--- src/rtl/rgb_yuv_pkg.sv ---
package rgb_yuv_pkg;

  localparam int NUM_CH = 3;

  // Weight for output channel ch (0=Y, 1=U, 2=V) applied to input k (0=R, 1=G, 2=B).
  function automatic int yuv_weight(input int ch, input int k);
    int w;
    w = 0;
    case (ch)
      0: case (k) 0: w = 2104;  1: w = 4130;  default: w = 802;   endcase
      1: case (k) 0: w = -1217; 1: w = -2382; default: w = 3598;  endcase
      default: case (k) 0: w = 3598; 1: w = -3015; default: w = -583; endcase
    endcase
    return w;
  endfunction

  function automatic int yuv_offset(input int ch);
    return (ch == 0) ? 16 : 128;
  endfunction

endpackage

--- src/rtl/yuv_dot3.sv ---
module yuv_dot3 #(
  parameter int PIX_W = 8,
  parameter int ACC_W = 22,
  parameter int W_R   = 0,
  parameter int W_G   = 0,
  parameter int W_B   = 0
) (
  input  logic                    clk,
  input  logic                    rst,
  input  logic                    en,
  input  logic [PIX_W-1:0]        a_r,
  input  logic [PIX_W-1:0]        a_g,
  input  logic [PIX_W-1:0]        a_b,
  output logic signed [ACC_W-1:0] acc
);
  localparam logic signed [ACC_W-1:0] KR = ACC_W'(W_R);
  localparam logic signed [ACC_W-1:0] KG = ACC_W'(W_G);
  localparam logic signed [ACC_W-1:0] KB = ACC_W'(W_B);

  logic signed [ACC_W-1:0] sr, sg, sb, sum_d;

  assign sr = signed'(ACC_W'(a_r));
  assign sg = signed'(ACC_W'(a_g));
  assign sb = signed'(ACC_W'(a_b));

  always_comb begin
    sum_d = (sr * KR) + (sg * KG) + (sb * KB);
  end

  always_ff @(posedge clk) begin
    if (rst) begin
      acc <= '0;
    end else if (en) begin
      acc <= sum_d;
    end
  end
endmodule

--- src/rtl/yuv_range_stage.sv ---
module yuv_range_stage #(
  parameter int PIX_W  = 8,
  parameter int ACC_W  = 22,
  parameter int FRAC_W = 13,
  parameter int OFS    = 0
) (
  input  logic                    clk,
  input  logic                    rst,
  input  logic                    en,
  input  logic signed [ACC_W-1:0] acc,
  output logic [PIX_W-1:0]        q
);
  localparam logic signed [ACC_W-1:0] OFS_S = ACC_W'(OFS);
  localparam logic signed [ACC_W-1:0] MAX_S = ACC_W'((1 << PIX_W) - 1);

  logic signed [ACC_W-1:0] shifted, biased;
  logic [PIX_W-1:0]        clamped;

  always_comb begin
    shifted = acc >>> FRAC_W;
    biased  = shifted + OFS_S;
    if (biased[ACC_W-1]) begin
      clamped = '0;
    end else if (biased > MAX_S) begin
      clamped = '1;
    end else begin
      clamped = biased[PIX_W-1:0];
    end
  end

  always_ff @(posedge clk) begin
    if (rst) begin
      q <= '0;
    end else if (en) begin
      q <= clamped;
    end
  end
endmodule

--- src/rtl/rgb_yuv_conv.sv ---
module rgb_yuv_conv #(
  parameter int PIX_W  = 8,
  parameter int FRAC_W = 13,
  parameter int ACC_W  = 22
) (
  input  logic             clk,
  input  logic             rst,
  input  logic             in_valid,
  input  logic [PIX_W-1:0] in_r,
  input  logic [PIX_W-1:0] in_g,
  input  logic [PIX_W-1:0] in_b,
  output logic             out_valid,
  output logic [PIX_W-1:0] out_y,
  output logic [PIX_W-1:0] out_u,
  output logic [PIX_W-1:0] out_v
);
  import rgb_yuv_pkg::*;

  logic                    mac_vld;
  logic signed [ACC_W-1:0] acc   [NUM_CH];
  logic [PIX_W-1:0]        res   [NUM_CH];

  always_ff @(posedge clk) begin
    if (rst) begin
      mac_vld   <= 1'b0;
      out_valid <= 1'b0;
    end else begin
      mac_vld   <= in_valid;
      out_valid <= mac_vld;
    end
  end

  for (genvar ch = 0; ch < NUM_CH; ch++) begin : g_ch
    yuv_dot3 #(
      .PIX_W (PIX_W),
      .ACC_W (ACC_W),
      .W_R   (yuv_weight(ch, 0)),
      .W_G   (yuv_weight(ch, 1)),
      .W_B   (yuv_weight(ch, 2))
    ) i_mac (
      .clk (clk),
      .rst (rst),
      .en  (in_valid),
      .a_r (in_r),
      .a_g (in_g),
      .a_b (in_b),
      .acc (acc[ch])
    );

    yuv_range_stage #(
      .PIX_W  (PIX_W),
      .ACC_W  (ACC_W),
      .FRAC_W (FRAC_W),
      .OFS    (yuv_offset(ch))
    ) i_rng (
      .clk (clk),
      .rst (rst),
      .en  (mac_vld),
      .acc (acc[ch]),
      .q   (res[ch])
    );
  end

  assign out_y = res[0];
  assign out_u = res[1];
  assign out_v = res[2];
endmodule

--- config.mk ---
export PLATFORM = sky130hd
export DESIGN_NAME = rgb_yuv_conv
export DESIGN_NICKNAME = d
export VERILOG_FILES = /design/src/rtl/rgb_yuv_pkg.sv /design/src/rtl/yuv_dot3.sv /design/src/rtl/yuv_range_stage.sv /design/src/rtl/rgb_yuv_conv.sv
export SDC_FILE = /design/constraint.sdc
export NUM_CORES = 1
export LEC_CHECK = 0
export BUFFER_PORTS_ARGS = -buffer_cell sky130_fd_sc_hd__buf_4
export CORE_MARGIN = 5
export CORE_UTILIZATION = 40
export DETAILED_ROUTE_END_ITERATION = 7
export PLACE_DENSITY_LB_ADDON = 0.3
export REMOVE_ABC_BUFFERS = 1
export SYNTH_ARGS = -nofsm -noshare
export SYNTH_HDL_FRONTEND = slang
export SYNTH_SLANG_ARGS = --single-unit
--- constraint.sdc ---
create_clock -name clk -period 8.6 [get_ports clk]
set_input_delay 1.29 -clock clk [delete_from_list [all_inputs] [get_ports clk]]
set_output_delay 1.29 -clock clk [all_outputs]
set_load 0.05 [all_outputs]
==> impl_metrics.ini <==
[sta]
fin_setup_tns_ns = 0
hold_viol_final = 0
rsz0062_at_grt = false
period_share = 0.9384
min_period_ns = 8.070
tightest_slew_ns = 0.6701
worst_clock_skew_ns = 0.009408
drv_slew = 0
finalSetupViolCount = 0
slew_headroom = 0.5486
clock.fmax_mhz = 123.9

[routing]
viasPerCell = 5.023
num_vias = 12220
drtIter0Drc = 544
drc = 0
wire_per_inst_um = 16.95
ant_nets = 0
routed_wl_um = 41240
dr.pass1.iters = 5

[min_path]
min_delay_path_depth = 2
hp-class = flop to flop

[worst_setup_path]
end_kind = flop
crit_type = input port to flop
cp_max_fo = 15
critPathLaunchType = input port
critical_path_arrival_ns = 8.23
required_ns = 8.76
worstRegToRegCells = 4

[cts]
cts_made_buffers = 5
root_buffer = clkbuf_16
hold_buffers = 0
tritoncts = done
post_cts_buffers = 0
cts.path.max_buffers = 2
clk_pin_slew_ns = 0.06
clock_sinks = 53
clk_latency_ns = 0.29
htreeDepth = 2

[grt]
grt_max_degree = 53
grt_use_met3 = 0.01375
first_global_vias = 13000
grt_pass1_wl_um = 67430
antenna_found_initial = 0
grt_use_total = 0.1859
gr-total-overflow = 0
busiest_layer = met2
globalRouteMet2Util = 0.3246
met1_usage = 0.2512

[yosys]
syn_inst = 1853
synth.avg_cell_area_um2 = 8.952
ys.flop_type = dfxtp_1
syn_area_mm2 = 0.01659
synth-seq-area-share = 0.06397
netlist_top_cells_area = fa_1 (28%), ha_1 (27%), inv_1 (10%), dfxtp_1 (6.4%), xnor2_1 (4.4%)
synth_xor_xnor_area_share = 0.07000
ys_types = 68
synth_largest_area_cell = fa_1
async_flop_share = 0
yosys_warnings = 0
synthMuxAreaShare = 0.01569
synth_compound_area_frac = 0.1140
synth_edf_count = 0
synth_top_family_by_area = adder cells
synth_adder_area_share = 0.5451
synthSimpleGateAreaFrac = 0.08192
yosys_register_bits = 53
yosysTopAreaCellShare = 0.2788

[layout]
layout_commonest_cell = inv_1
nNetsFinal = 2511
antenna_cells = 0
syn_to_final_growth_pct = 7.340
final_cell_mix = inv_1 (460), ha_1 (353), fa_1 (231)
drive_gt1_frac = 0.04629
fin_util = 0.4351

[run]
max-cap-violations = 0

[floorplanning]
dieArea_mm2 = 0.04564
io_pins = 52
die_w_um = 213.6
start_util = 0.4053
die-height_um = 213.6
row_count = 74
core_area_mm2 = 0.04092

[placed_design]
dpl.hpwl_um = 36850
gp_congestion = 0.9357
numPortBuffers = 51

[status]
outcome = finished clean
## worst paths after layout
kind	startpoint	end	slack, ns
worst min register to register	g_ch[1].i_mac.acc[17]	g_ch[1].i_mac.acc[17]	0.46
worst max-delay path	in_r[5]	g_ch[2].i_mac.acc[21]	0.53
worst max register to register	mac_vld	g_ch[0].i_rng.q[3]	6.93
worst min-delay path	g_ch[1].i_mac.acc[17]	g_ch[1].i_mac.acc[17]	0.46
## synth_stat cells, types with 29 or more instances
cell type / n
dfxtp_1: 53
a21oi_1: 109
ha_1: 353
inv_1: 461
a21o_1: 29
xor2_1: 46
fa_1: 231
nand2_1: 50
nor2_1: 101
xnor2_1: 84
o21ai_0: 37
## final cells by class
cell class	count	area (um2)
clock buffers	5	125.1
clock inverters	3	43.79
fillers	4046	23120
inverters	462	1734
multi-input cells	1317	13720
flip-flops and latches	53	1061
well taps	532	665.6
repair buffers	61	457.9
## flip-flops by register name, summed over array words and instances (netlist names)
register,flops
out_valid,1
mac_vld,1
g_ch.i_mac.acc,27
g_ch.i_rng.q,24
## what timing repair did
item                                    in CTS  in global routing
hold endpoints to repair                     0                  0
resized for setup                            0                  2
endpoints found under the setup margin       0                  2
## per-stage QoR
step	instance area (um2)	cells	hold slack, ns	setup slack (ns)
2_1_floorplan	16510	1832	0.4250	0.7127
3_3_place_gp	17630	2425	0.4441	0.1683
3_5_place_dp	17630	2425	0.4518	0.09658
4_1_cts	17800	2433	0.4620	0.3766
5_1_grt	17800	2433	0.4893	0.02149
6_report	17800	2433	0.4579	0.5296
## logic make-up (layout without fill, tap and decap cells)
family	count (synthesis)	after routing
flip-flops	53	53
AND/OR/NAND/NOR	284	284
AO/OA/AOI/OAI	292	292
multiplexers	26	26
XOR/XNOR	131	131
buffers and inverters	483	531
adder cells (fa/ha/maj)	584	584
## metal layers
layer / routed length [um] / part of all wire
met4: 1188 / 0.029
met2: 19580 / 0.47
met1: 18930 / 0.46
met5: 0 / 0
met3: 1535 / 0.037
## worst max-delay path, cell delays in order
cell and delay (ns):
buf_4 0.18, fa_1 0.55, ha_1 0.17, inv_1 0.06, fa_1 0.47, inv_1 0.04, ha_1 0.29, ha_1 0.36
a21oi_1 0.27, o21bai_1 0.09, a21o_1 0.19, a21oi_1 0.14, o21bai_1 0.11, a2111oi_0 0.53, o21bai_1 0.14, a21oi_1 0.20
xnor2_1 0.28, fa_1 0.50, inv_1 0.08, fa_1 0.44, fa_1 0.55, inv_1 0.04, ha_1 0.22, or3_1 0.38
o31a_1 0.27, a21oi_1 0.18, xnor2_1 0.13, o21ai_0 0.08
Power is left out: the tool's default activity adds up to more than one toggle a clock period on the data nets, which glitch-free logic cannot reach.
